File: src/rtl/wwn_pkg.sv
package wwn_pkg;

    typedef enum logic [3:0] {
        ST_IDLE,
        ST_TAG,
        ST_LEN_LO,
        ST_LEN_HI,
        ST_SUB_HDR,
        ST_SUB_LO,
        ST_SUB_HI,
        ST_NAME,
        ST_SUB_NEXT,
        ST_ADVANCE,
        ST_FINISH
    } walk_state_t;

    localparam logic [6:0] IDENT_TAG_CODE = 7'h0D;
    localparam logic [5:0] NAME_SUB_CODE  = 6'h3C;
    localparam logic [7:0] SHORTCUT_BYTE  = 8'h3B;
    localparam logic [3:0] END_TAG_NAME   = 4'hF;
    localparam int         SHORTCUT_LEN   = 6;
    localparam int         LONG_HDR_BYTES = 3;

endpackage

File: src/rtl/wwn_tag_decode.sv
module wwn_tag_decode
    import wwn_pkg::*;
(
    input  logic [7:0] tag_byte,
    output logic       is_long,
    output logic       is_end,
    output logic [3:0] short_len,
    output logic [6:0] long_code
);

    always_comb begin
        is_long   = tag_byte[7];
        long_code = tag_byte[6:0];
        short_len = {1'b0, tag_byte[2:0]} + 4'd1;
        is_end    = !tag_byte[7] && (tag_byte[6:3] == END_TAG_NAME);
    end

endmodule

File: src/rtl/wwn_fetch.sv
module wwn_fetch #(
    parameter int AW     = 7,
    parameter int RD_LAT = 2
) (
    input  logic          clk,
    input  logic          rst_n,
    input  logic          req,
    input  logic [AW-1:0] req_addr,
    output logic          rd_en,
    output logic [AW-1:0] rd_addr,
    input  logic [7:0]    rd_data,
    output logic          dvld,
    output logic [7:0]    dbyte
);

    assign rd_en   = req;
    assign rd_addr = req_addr;
    assign dbyte   = rd_data;

    generate
        if (RD_LAT == 1) begin : g_lat_one
            logic vld_q;
            always_ff @(posedge clk or negedge rst_n) begin
                if (!rst_n) vld_q <= 1'b0;
                else        vld_q <= req;
            end
            assign dvld = vld_q;
        end else begin : g_lat_multi
            logic [RD_LAT-1:0] vld_pipe;
            always_ff @(posedge clk or negedge rst_n) begin
                if (!rst_n) vld_pipe <= '0;
                else        vld_pipe <= {vld_pipe[RD_LAT-2:0], req};
            end
            assign dvld = vld_pipe[RD_LAT-1];
        end
    endgenerate

endmodule

File: src/rtl/wwn_name_pack.sv
module wwn_name_pack #(
    parameter int NB = 8
) (
    input  logic            clk,
    input  logic            rst_n,
    input  logic            clr,
    input  logic            shift_en,
    input  logic            commit,
    input  logic [7:0]      byte_in,
    output logic [NB*8-1:0] name_q
);

    localparam int ACC_W = (NB - 1) * 8;

    logic [ACC_W-1:0] acc;

    always_ff @(posedge clk or negedge rst_n) begin
        if (!rst_n) begin
            acc    <= '0;
            name_q <= '0;
        end else begin
            if (shift_en)
                acc <= {acc[ACC_W-9:0], byte_in};
            if (clr)
                name_q <= '0;
            else if (commit)
                name_q <= {acc, byte_in};
        end
    end

endmodule

File: src/rtl/wwn_tag_walker.sv
module wwn_tag_walker
    import wwn_pkg::*;
#(
    parameter int IMG_BYTES  = 128,
    parameter int RD_LAT     = 2,
    parameter int NAME_BYTES = 8,
    parameter int LEN_W      = 16
) (
    input  logic                      clk,
    input  logic                      rst_n,
    input  logic                      start,
    output logic                      rd_en,
    output logic [$clog2(IMG_BYTES)-1:0] rd_addr,
    input  logic [7:0]                rd_data,
    output logic [NAME_BYTES*8-1:0]   wwn,
    output logic [$clog2(IMG_BYTES)-1:0] wwn_off,
    output logic                      found,
    output logic                      done
);

    localparam int AW = $clog2(IMG_BYTES);
    localparam int PW = LEN_W + 2;
    localparam int NW = $clog2(NAME_BYTES);
    localparam logic [PW-1:0] LIMIT    = PW'(IMG_BYTES);
    localparam logic [PW-1:0] HDR3     = PW'(LONG_HDR_BYTES);
    localparam logic [NW-1:0] NAME_END = NW'(NAME_BYTES - 1);

    walk_state_t state, nxt;

    logic [PW-1:0] pos, tlen, sub, slen;
    logic [7:0]    len_lo;
    logic [6:0]    lcode;
    logic [5:0]    scode;
    logic          first_sub;
    logic          pend;
    logic [NW-1:0] nidx;
    logic [AW-1:0] off_q;
    logic          found_q;

    logic [PW-1:0] want_addr;
    logic          rd_state, oob, req;
    logic          dvld;
    logic [7:0]    dbyte;
    logic [PW-1:0] desc_end, sub_step, pos_step;

    logic       d_long, d_end;
    logic [3:0] d_slen;
    logic [6:0] d_code;

    wwn_tag_decode u_dec (
        .tag_byte  (dbyte),
        .is_long   (d_long),
        .is_end    (d_end),
        .short_len (d_slen),
        .long_code (d_code)
    );

    wwn_fetch #(.AW(AW), .RD_LAT(RD_LAT)) u_fetch (
        .clk      (clk),
        .rst_n    (rst_n),
        .req      (req),
        .req_addr (want_addr[AW-1:0]),
        .rd_en    (rd_en),
        .rd_addr  (rd_addr),
        .rd_data  (rd_data),
        .dvld     (dvld),
        .dbyte    (dbyte)
    );

    logic name_clr, name_shift, name_commit;

    wwn_name_pack #(.NB(NAME_BYTES)) u_pack (
        .clk      (clk),
        .rst_n    (rst_n),
        .clr      (name_clr),
        .shift_en (name_shift),
        .commit   (name_commit),
        .byte_in  (dbyte),
        .name_q   (wwn)
    );

    assign desc_end = pos + tlen;
    assign sub_step = sub + slen + HDR3;
    assign pos_step = pos + tlen;

    // fetch address per state and range guard
    always_comb begin
        rd_state  = 1'b1;
        want_addr = '0;
        unique case (state)
            ST_TAG:     want_addr = pos;
            ST_LEN_LO:  want_addr = pos + PW'(1);
            ST_LEN_HI:  want_addr = pos + PW'(2);
            ST_SUB_HDR: want_addr = sub;
            ST_SUB_LO:  want_addr = sub + PW'(1);
            ST_SUB_HI:  want_addr = sub + PW'(2);
            ST_NAME:    want_addr = sub + HDR3 + PW'(nidx);
            default:    rd_state  = 1'b0;
        endcase
        oob = rd_state && (want_addr >= LIMIT);
        req = rd_state && !pend && !oob;
    end

    // next-state logic
    always_comb begin
        nxt = state;
        unique case (state)
            ST_IDLE:     if (start) nxt = ST_TAG;
            ST_TAG:
                if (oob) nxt = ST_FINISH;
                else if (dvld) begin
                    if (d_long)     nxt = ST_LEN_LO;
                    else if (d_end) nxt = ST_FINISH;
                    else            nxt = ST_ADVANCE;
                end
            ST_LEN_LO:
                if (oob) nxt = ST_FINISH;
                else if (dvld) nxt = ST_LEN_HI;
            ST_LEN_HI:
                if (oob) nxt = ST_FINISH;
                else if (dvld)
                    nxt = (lcode == IDENT_TAG_CODE) ? ST_SUB_HDR : ST_ADVANCE;
            ST_SUB_HDR:
                if (oob) nxt = ST_FINISH;
                else if (dvld) begin
                    if (first_sub && dbyte == SHORTCUT_BYTE) nxt = ST_ADVANCE;
                    else if (sub >= desc_end)                nxt = ST_ADVANCE;
                    else                                     nxt = ST_SUB_LO;
                end
            ST_SUB_LO:
                if (oob) nxt = ST_FINISH;
                else if (dvld) nxt = ST_SUB_HI;
            ST_SUB_HI:
                if (oob) nxt = ST_FINISH;
                else if (dvld)
                    nxt = (scode == NAME_SUB_CODE) ? ST_NAME : ST_SUB_NEXT;
            ST_NAME:
                if (oob) nxt = ST_FINISH;
                else if (dvld && nidx == NAME_END) nxt = ST_SUB_NEXT;
            ST_SUB_NEXT: nxt = (sub_step < desc_end) ? ST_SUB_HDR : ST_ADVANCE;
            ST_ADVANCE:  nxt = (pos_step >= LIMIT) ? ST_FINISH : ST_TAG;
            ST_FINISH:   nxt = ST_IDLE;
            default:     nxt = ST_IDLE;
        endcase
    end

    // state register
    always_ff @(posedge clk or negedge rst_n) begin
        if (!rst_n) state <= ST_IDLE;
        else        state <= nxt;
    end

    assign name_clr    = (state == ST_IDLE && start) || oob;
    assign name_shift  = (state == ST_NAME) && dvld;
    assign name_commit = name_shift && (nidx == NAME_END);

    // datapath and result registers
    always_ff @(posedge clk or negedge rst_n) begin
        if (!rst_n) begin
            pos       <= '0;
            tlen      <= '0;
            sub       <= '0;
            slen      <= '0;
            len_lo    <= '0;
            lcode     <= '0;
            scode     <= '0;
            first_sub <= 1'b0;
            pend      <= 1'b0;
            nidx      <= '0;
            off_q     <= '0;
            found_q   <= 1'b0;
        end else begin
            if (req)       pend <= 1'b1;
            else if (dvld) pend <= 1'b0;

            if (oob) begin
                found_q <= 1'b0;
                off_q   <= '0;
            end

            unique case (state)
                ST_IDLE:
                    if (start) begin
                        pos     <= '0;
                        found_q <= 1'b0;
                        off_q   <= '0;
                    end
                ST_TAG:
                    if (dvld) begin
                        if (d_long) lcode <= d_code;
                        else        tlen  <= PW'(d_slen);
                    end
                ST_LEN_LO:
                    if (dvld) len_lo <= dbyte;
                ST_LEN_HI:
                    if (dvld) begin
                        tlen      <= PW'({dbyte, len_lo}) + HDR3;
                        sub       <= pos + HDR3;
                        first_sub <= 1'b1;
                    end
                ST_SUB_HDR:
                    if (dvld) begin
                        first_sub <= 1'b0;
                        scode     <= dbyte[5:0];
                        if (first_sub && dbyte == SHORTCUT_BYTE)
                            tlen <= PW'(SHORTCUT_LEN);
                    end
                ST_SUB_LO:
                    if (dvld) len_lo <= dbyte;
                ST_SUB_HI:
                    if (dvld) begin
                        slen <= PW'({dbyte, len_lo});
                        nidx <= '0;
                    end
                ST_NAME:
                    if (dvld) begin
                        nidx <= nidx + NW'(1);
                        if (nidx == NAME_END) begin
                            found_q <= 1'b1;
                            off_q   <= AW'(sub + HDR3);
                        end
                    end
                ST_SUB_NEXT: sub <= sub_step;
                ST_ADVANCE:  pos <= pos_step;
                default: ;
            endcase
        end
    end

    assign found   = found_q;
    assign wwn_off = off_q;
    assign done    = (state == ST_FINISH);

endmodule

File: config.mk
export PLATFORM = sky130hd
export DESIGN_NAME = wwn_tag_walker
export DESIGN_NICKNAME = d
export VERILOG_FILES = /design/src/rtl/wwn_pkg.sv /design/src/rtl/wwn_tag_decode.sv /design/src/rtl/wwn_fetch.sv /design/src/rtl/wwn_name_pack.sv /design/src/rtl/wwn_tag_walker.sv
export SDC_FILE = /design/constraint.sdc
export NUM_CORES = 1
export LEC_CHECK = 0
export BUFFER_PORTS_ARGS = -buffer_cell sky130_fd_sc_hd__buf_2
export CORE_MARGIN = 2
export CORE_UTILIZATION = 51
export CTS_CLUSTER_DIAMETER = 150
export DETAILED_ROUTE_END_ITERATION = 8
export GPL_TIMING_DRIVEN = 0
export PLACE_DENSITY = 0.68
export SYNTH_ARGS = -nofsm -noshare
export SYNTH_HDL_FRONTEND = slang
export SYNTH_SLANG_ARGS = --single-unit
File: constraint.sdc
create_clock -name clk -period 10.4 [get_ports clk]
set_input_delay 0.52 -clock clk [delete_from_list [all_inputs] [get_ports clk]]
set_output_delay 0.52 -clock clk [all_outputs]
set_load 0.03 [all_outputs]
==> Word level (Yosys, flattened, before mapping) <==
Cells that the tools add are included.
{ "totals": {"reg_bits": 230, "out_inout_bits": 81, "in_bits": 11} }
{ "classes": {"n_addsub": 13, "n_eq_ne": 30, "n_reduce_logical": 33, "muxes": 55, "magnitude_cmp": 4} }
{ "op_table": {"columns": ["op", "n"], "rows": [
  ["$mux W64", 2],
  ["$mux W18", 7],
  ["$pmux W18 S7", 1],
  ["$add A18 B2 Y18 const B", 5],
  ["$mux W4", 22],
  ["$pmux W18 S2", 2],
  ["$pmux W18 S3", 1],
  ["$pmux W4 S10", 1],
  ["$add A18 B1 Y18 const B", 2],
  ["$ge A18 B8 Y1 const B", 2],
  ["$mux W7", 4],
  ["$add A18 B16 Y18", 1],
  ["$add A18 B18 Y18", 1],
  ["$add A18 B3 Y18", 1],
  ["$ge A18 B18 Y1", 1],
  ["$lt A18 B18 Y1", 1],
  ["$ne A3 B2 Y1 const B", 6],
  ["$add A16 B2 Y17 const B", 1],
  ["$eq A4 B3 Y1 const B", 4],
  ["$eq A4 B4 Y1 const B", 4],
  ["$pmux W7 S2", 1],
  ["$reduce_bool A2 Y1", 6],
  ["$ne A2 B1 Y1 const B", 5],
  ["$reduce_and A2 Y1", 5],
  ["other kinds (25)", 49]
]} }

==> Longest topological paths before layout <==
Gate-level depths: netlist of the first run.
{ "depth": {"ltp_word": 9, "mapped_depth": 27} }

==> Hierarchy <==
From an unflattened synthesis of the first run, not the netlist that was laid out.
{ "hier_totals": {"cells_unflattened": 1597, "area_unflattened_um2": 15428.5} }
{ "by_module_without_submodules": {"columns": ["mod", "area_per_inst_um2", "cells_per_inst", "instances"], "rows": [
  ["wwn_tag_walker", 10302.4, 1241, 1],
  ["wwn_name_pack", 4854.7, 324, 1],
  ["wwn_fetch", 170.2, 18, 1],
  ["wwn_tag_decode", 101.3, 14, 1]
]} }

==> Worst setup path before layout of the first run <==
OpenSTA, ideal clock, no wires.
{ "synth_timing": {"kind": "reg-to-reg", "start": "register sub[1]", "end": "register state[0]", "path_stages_with_launch": 26, "path_buffers": 1, "arrival_time_ps": 5091, "required_ps": 10275, "setup_slack_ps": 5184, "cell_sequence": "dfrtp_1 > buf_6 > inv_1 > ha_1 > inv_1 > ha_1 > fa_1 > a21o_1 > a21oi_1 > o21bai_1 > a211oi_1 > o31ai_1 > o41a_1 > a311o_1 > nand2_1 > nand2b_1 > a21oi_1 > xnor2_1 > ha_1 > nand4_1 > nor2_1 > a2111oi_0 > o21ai_0 > o31a_1 > a22o_1 > mux2_2"} }
{ "synth_via": {"elab_chain_cells": 7, "word_cells_on_any_way": 27, "classes_between": "6 x add/sub; 2 x order compare; 7 x eq/ne; 10 x mux; 2 x reduce/logical"} }
{ "synth_rtl": {"columns": ["item", "line_no", "text"], "rows": [
  ["start: declaration", "wwn_tag_walker.sv:30", "logic [PW-1:0] pos, tlen, sub, slen;"],
  ["start signal: assignment", "wwn_tag_walker.sv:198", "sub <= pos + HDR3;"],
  ["start signal: assignment", "wwn_tag_walker.sv:223", "ST_SUB_NEXT: sub <= sub_step;"],
  ["$add A18 B2 Y18", null, null],
  ["$add A18 B3 Y18", "wwn_tag_walker.sv:97", "ST_NAME: want_addr = sub + HDR3 + PW'(nidx);"],
  ["$pmux W18 S7", "wwn_tag_walker.sv:90", "unique case (state)"],
  ["$ge A18 B8 Y1", "wwn_tag_walker.sv:100", "oob = rd_state && (want_addr >= LIMIT);"],
  ["$logic_and A1 B1 Y1", "wwn_tag_walker.sv:100", null],
  ["$ne A3 B2 Y1 (no line), or another cell as far along", null, null],
  ["$reduce_and A8 Y1 (no line) / $pmux W4 S10 (equally long branches)", null, null],
  ["end signal: assignment", "wwn_tag_walker.sv:150", "else state <= nxt;"],
  ["end: declaration", "wwn_tag_walker.sv:28", "walk_state_t state, nxt;"]
]} }
Parallel ways exist; a longest one is shown, timed or not.
A chain may end at the register's enable or synchronous reset.

==> Worst setup path after layout of the first run <==
{ "layout_timing": {"start": "register sub[1]", "end": "register state[3]"} }
Same word-level chain as after synthesis.

==> results.yml, run 1 <==
status:
  outcome: "finished, final reports clean"
detailed_routing:
  first_pass_iters: 6
  ant_nets: 0
  routed_via_density: 5.97
  wire_per_inst_um: 20.3
  drc: 0
  wl_um: 44200
  num_vias: 13000
  drtIter0Drc: 1301
synthesis:
  yosys.area.top_type: "dfrtp_1"
  synth_seq_cells: 229
  async_reset_ff_share_pct: 100
  avgSynthCellArea_um2: 9.19
  syn_area_um2: 15100
  synth_edf_count: 0
  synthTopCellsByArea: "dfrtp_1 38%, ha_1 7.9%, mux2_2 7.1%"
  synth_nets: 1755
  synthFlopType: "dfrtp_1"
  synth_top_area_share_pct: 37.9
  synth_warnings: 0
  synth_cells: 1646
  seq_area_frac_synth_pct: 37.9
  synth.distinct_cells: 89
worst_setup_path:
  start_kind: "flip-flop"
  path_max_fanout: 10
  reg2reg_slack_ns: 3.55
  crit_required_ns: 10.83
  critPathKind: "reg -> reg"
  crit_path_end_kind: "flip-flop"
  critPathArrivalTime_ns: 7.29
placed_design:
  hpwl_um: 33800
  dp_cells: 2126
  postPlaceCellArea_um2: 16100
  place_congestion: 0.943
  port_buffers: 88
power_and_ir_drop:
  vdd_ir_drop_max_mv: 0.171
  p_total_mw: 5.38
  p_leak_nw: 7.70
  p_per_area_nw_per_um2: 314
floorplan:
  rows: 63
  die-area_um2: 31100
  die_y_um: 176
  core_area_um2: 29400
  die_x_um: 176
  boundaryPins: 92
  initial_core_util_pct: 51.5
sta:
  max_slew_margin_pct: 17.9
  fin_crit_sh_pct: 65.9
  finalHoldViolCount: 0
  period_minus_slack_ns: 6.85
  fin_setup_tns_ns: 0
  tightest_slew_ns: 1.22
  grt_setup_unrepaired: "false"
  finClkSkew_ns: 0.0145
  setup_violations: 0
  slew_violations: 0
  max_freq_mhz: 146
final_layout:
  area_growth_pct: 13.2
  stdcell_area_um2: 17100
  layout_common_cells: "258 x nand2_1, 229 x dfrtp_1, 117 x buf_2"
  multi_input_area_um2: 8720
  drive_gt1_share_pct: 19.4
  antenna_cells: 0
  seq_area_um2: 5730
  nFillCells: 2606
  instances_no_fill: 2177
  layout.cells.most_common: "nand2_1"
  post-route-util_pct: 58.2
  nNetsFinal: 1875
clock_tree:
  clkLatencyLatePin_ns: 0.55
  clkTransAtPathRegs_ns: 0.06
  postCtsSetupRepairBufs: 0
  cts_resized: 0
  clk_path_buf_depth: 3
  cts.sinks: 229
  ctsRootBufferMaster: "clkbuf_16"
  cts.htree.levels: 1
  cts-buffers-inserted: 27
  holdBufCountCts: 1
  cts_tree: "yes"
grt:
  grt-ovfl-total: 0
  grt_pass1_wl_um: 69500
  antenna_found_initial: 0
  grt_pass1_vias: 12500
  grt_max_degree: 117
  grt.total_usage_pct: 28.5
worst_hold_path:
  hp-class: "reg -> reg"
job:
  maxCapViolCount: 0
==> cell usage after synthesis, drive strengths merged, types with 10 or more instances <==
| library cell | count |
|---|---|
| o31ai | 13 |
| xor2 | 44 |
| clkbuf | 67 |
| a21o | 22 |
| buf | 48 |
| and3 | 17 |
| mux2 | 95 |
| dfrtp | 229 |
| inv | 37 |
| nand2 | 259 |
| nor4 | 13 |
| a21oi | 128 |
| ha | 95 |
| nor2 | 98 |
| nand4 | 30 |
| a31oi | 10 |
| nand3 | 44 |
| nand2b | 15 |
| or2 | 11 |
| xnor2 | 64 |
| mux2i | 12 |
| o21ai | 89 |
| nor3 | 41 |
==> stage by stage <==
step	worst slack (ns)	hold slack, ns
finish	3.55	0.347
global placement	3.80	0.332
floorplan	5.18	0.224
global route	3.31	0.363
CTS	3.73	0.343
detailed placement	3.77	0.335
==> area by class of cell <==
type	count	area share, %
clock buffers	38	4.42
multi-input cells	1265	50.9
repair buffers	91	3.01
flip-flops and latches	229	33.5
inverters	37	0.811
plain buffers	115	3.16
well taps	390	2.85
clock inverters	12	1.34
==> cells by family (layout without fill, tap and decap cells) <==
logic type	Yosys count	in the layout	share of synthesized area, %
compound gates	374	374	17.1
xor+xnor	108	108	6.25
fa+ha+maj	98	98	8.25
buf+inv	152	293	4.49
flops	229	229	37.9
mux	107	107	7.86
simple gates	578	578	18.2
==> critical path, cell delays in order (launching register included) <==
cell and delay [ns]:
dfrtp_1 0.49, buf_6 0.19, inv_1 0.12, ha_1 0.30, inv_1 0.04, ha_1 0.21
fa_1 0.41, a21o_1 0.17, a21oi_1 0.22, o21bai_1 0.12, a211oi_1 0.37, o31ai_1 0.17
o41a_1 0.39, a311o_1 0.41, nand2_1 0.10, nand2b_1 0.06, a21oi_1 0.20, xnor2_1 0.15
ha_1 0.26, nand4_1 0.12, nor2_1 0.09, a2111oi_0 0.75, o21ai_0 0.47, a21oi_1 0.25
o31ai_1 0.10, nor3_1 0.20, o2111ai_1 0.18, o211a_1 0.20
==> sequential cells by signal, indices dropped and copies added (netlist names), 7 cells and up <==
| signal | cells |
|---|---|
| lcode | 7 |
| len_lo | 8 |
| pos | 18 |
| slen | 16 |
| sub | 18 |
| tlen | 17 |
| u_pack.acc | 56 |
| u_pack.name_q | 64 |
| wwn_off | 7 |
==> per-layer routing <==
layer	global-route usage (%)	part of all wire, %	vias up
met2	43.8	44	437
met4	8.26	2.8	0
met3	4.03	6.8	79
met5	0	0	-
met1	41.9	46	6345
li1	-	-	6133
==> final timing paths <==
path                                                 start                              end  cells after the start
max reg2reg                                         sub[1]                         state[3]                     27
min in group asynchronous                            rst_n                       wwn_off[0]                      2
max in group asynchronous                            rst_n                         tlen[12]                      4
max                                                 sub[1]                         state[3]                     27
min reg2reg                u_fetch.g_lat_multi.vld_pipe[0]  u_fetch.g_lat_multi.vld_pipe[1]                      0
min                        u_fetch.g_lat_multi.vld_pipe[0]  u_fetch.g_lat_multi.vld_pipe[1]                      0
==> power by group <==
part           switching (mW)  internal (mW)
combinational            1.88           1.16
clock                   0.392          0.659
sequential              0.215           1.08
Power figures use the tool's default switching activity.
==> run 2, diff against run 1 <==
- ABC_AREA: not set -> 1
- PLACE_DENSITY: 0.68 -> 0.7
- clock period: 10.4 -> 5.8 ns (I/O delays scaled with it)
==> run 2 against run 1 <==
Compared with the run above:
- design area down 1.1%
- flip-flop and latch count unchanged
- synthesized cell count up 25%
- die area rose by 0.15%
- clock-buffer cell count down 1
- largest power group unchanged
==> results.yml, run 2 <==
status:
  outcome: "finished, final reports clean"
sta:
  fin_crit_sh_pct: 90.3
  setup_violations: 0
  fin_setup_tns_ns: 0
  tightest_slew_ns: 0.940
  period_minus_slack_ns: 5.24
  max_freq_mhz: 191
  hold_ws_ns: 0.0699
  grt_setup_unrepaired: "false"
  finClkSkew_ns: 0.0112
  max_slew_margin_pct: 37.1
  finalHoldViolCount: 0
  slew_violations: 0
synthesis:
  synth_nets: 2161
  synth_cells: 2052
  synth.distinct_cells: 53
  synthFlopType: "dfrtp_1"
  synth_warnings: 0
  synthTopCellsByArea: "dfrtp_1 38%, nand2_1 16%, ha_1 7.8%"
  synth_edf_count: 0
  yosysMostFrequentCell: "nand2_1"
  syn_area_um2: 15200
  synth_top_area_share_pct: 37.8
  yosys.area.top_type: "dfrtp_1"
  synth_common_cells: "643 x nand2_1, 229 x dfrtp_1, 211 x inv_1"
  seq_area_frac_synth_pct: 37.8
  synth_seq_cells: 229
  async_reset_ff_share_pct: 100
  avgSynthCellArea_um2: 7.38
grt:
  antenna_found_initial: 0
  grt_pass1_wl_um: 75700
  grt_max_degree: 128
  grt_pass1_vias: 13800
  grt-ovfl-total: 0
  grt.total_usage_pct: 31.1
clock_tree:
  cts_tree: "yes"
  cts.sinks: 229
  clk_path_buf_depth: 3
  postCtsSetupRepairBufs: 0
  cts.htree.levels: 1
  ctsRootBufferMaster: "clkbuf_16"
  clkTransAtPathRegs_ns: 0.06
  clkLatencyLatePin_ns: 0.53
  cts-buffers-inserted: 25
detailed_routing:
  wl_um: 47800
  num_vias: 14500
  first_pass_iters: 7
  drtIter0Drc: 1410
  routed_via_density: 5.62
  ant_nets: 0
  wire_per_inst_um: 18.5
  drc: 0
power_and_ir_drop:
  vdd_ir_drop_max_mv: 0.364
  p_leak_nw: 8.33
  p_per_area_nw_per_um2: 530
  p_total_mw: 8.98
final_layout:
  layout.cells.most_common: "nand2_1"
  reg_top3: "u_pack.name_q x64, u_pack.acc x56"
  area_growth_pct: 11.8
  drive_gt1_share_pct: 11.0
  largest_reg_flops: 64
  layout_common_cells: "643 x nand2_1, 229 x dfrtp_1, 211 x inv_1"
  top_register: "u_pack.name_q"
  nNetsFinal: 2280
  stdcell_area_um2: 16900
  antenna_cells: 0
worst_setup_path:
  crit_path_end_kind: "output pin"
  start_kind: "flip-flop"
  path_max_fanout: 7
  crit_required_ns: 5.51
  critPathKind: "reg -> out"
  critPathArrivalTime_ns: 4.95
job:
  maxCapViolCount: 0
floorplan:
  die_y_um: 176
  die-area_um2: 31100
  die_x_um: 176
  rows: 63
  core_area_um2: 29500
  boundaryPins: 92
  initial_core_util_pct: 51.4
placed_design:
  hpwl_um: 37700
  port_buffers: 90
  postPlaceCellArea_um2: 16100
  place_congestion: 0.948
worst_hold_path:
  hp-class: "in -> reg"
[run 2: path summary, 6_finish.rpt]
check	from	endpoint	slack [ns]	cells past startpoint
setup / recovery	sub[0]	rd_en	0.56	22
hold / removal	rd_data[3]	u_pack.name_q[3]	0.07	3
setup reg to reg	sub[1]	state[3]	0.73	24
hold reg to reg	u_fetch.g_lat_multi.vld_pipe[0]	u_fetch.g_lat_multi.vld_pipe[1]	0.35	0
max in group asynchronous	rst_n	tlen[11]	4.26	3
min in group asynchronous	rst_n	u_pack.name_q[60]	0.39	2
[run 2: timing repair]
item / 4_1_cts / 5_1_grt
hold buffers: 1 / 0
hold endpoints to repair: 102 / 0
resized for setup: 0 / 0
[run 2: worst max-delay path, cell delays in order (launching register included)]
cell and delay, ns:
dfrtp_1 0.44, inv_1 0.25, ha_1 0.33, xnor2_1 0.16
ha_1 0.34, inv_1 0.06, or2_2 0.28, nand2_1 0.10
nand3_1 0.10, nor2_1 0.23, nand2_1 0.20, inv_1 0.16
nand3_1 0.11, nor2_1 0.10, nor2_1 0.05, nor2_1 0.08
nand2_1 0.08, o21ai_2 0.58, nand2_4 0.16, inv_4 0.13
o211ai_1 0.12, inv_1 0.13, buf_2 0.21
[run 2: report_power, final]
part           total (mW)  switching (mW)  internal (mW)  leakage (nW)
clock network        1.60           0.644          0.954         0.393
registers            2.36           0.458           1.90          3.01
logic                5.03            3.34           1.68          4.93
[run 2: area by class of cell]
| cell class | count | area (um^2) |
|---|---|---|
| clock buffers | 37 | 691 |
| repair buffers | 92 | 498 |
| clock inverters | 7 | 114 |
| flip-flops and latches | 229 | 5730 |
| fillers | 2844 | 12500 |
| inverters | 218 | 821 |
| plain buffers | 61 | 319 |
| multi-input cells | 1544 | 8280 |
| well taps | 390 | 488 |
[run 2: logic make-up after synthesis]
group,count (synthesis),share of synthesized area [%]
and+or+nand+nor,997,27.4
AOI/OAI and AO/OA,396,16.0
buffers and inverters,279,7.52
DFF,229,37.8
adders and majority gates,98,8.24
xor gates and xnor gates,53,3.06
[run 2: per-stage QoR]
stage / util [%] / setup WS (ns) / cells
after CTS: 57.5 / 0.667 / 2578
after global routing: 57.5 / 0.299 / 2578
after detailed placement: 54.7 / 0.902 / 2533
final: 57.5 / 0.563 / 2578
after global placement: 54.6 / 0.423 / 2532
after floorplan: - / 1.82 / 2052
[run 2: layer usage]
| layer | track usage, % | wire [um] | part of all wire [%] | up-vias |
|---|---|---|---|---|
| li1 | - | - | - | 6989 |
| met1 | 43.6 | 20900 | 44 | 6865 |
| met2 | 49.6 | 21600 | 45 | 546 |
| met3 | 5.99 | 4010 | 8.4 | 83 |
| met4 | 7.82 | 1200 | 2.5 | 0 |
| met5 | 0 | 0 | 0 | - |
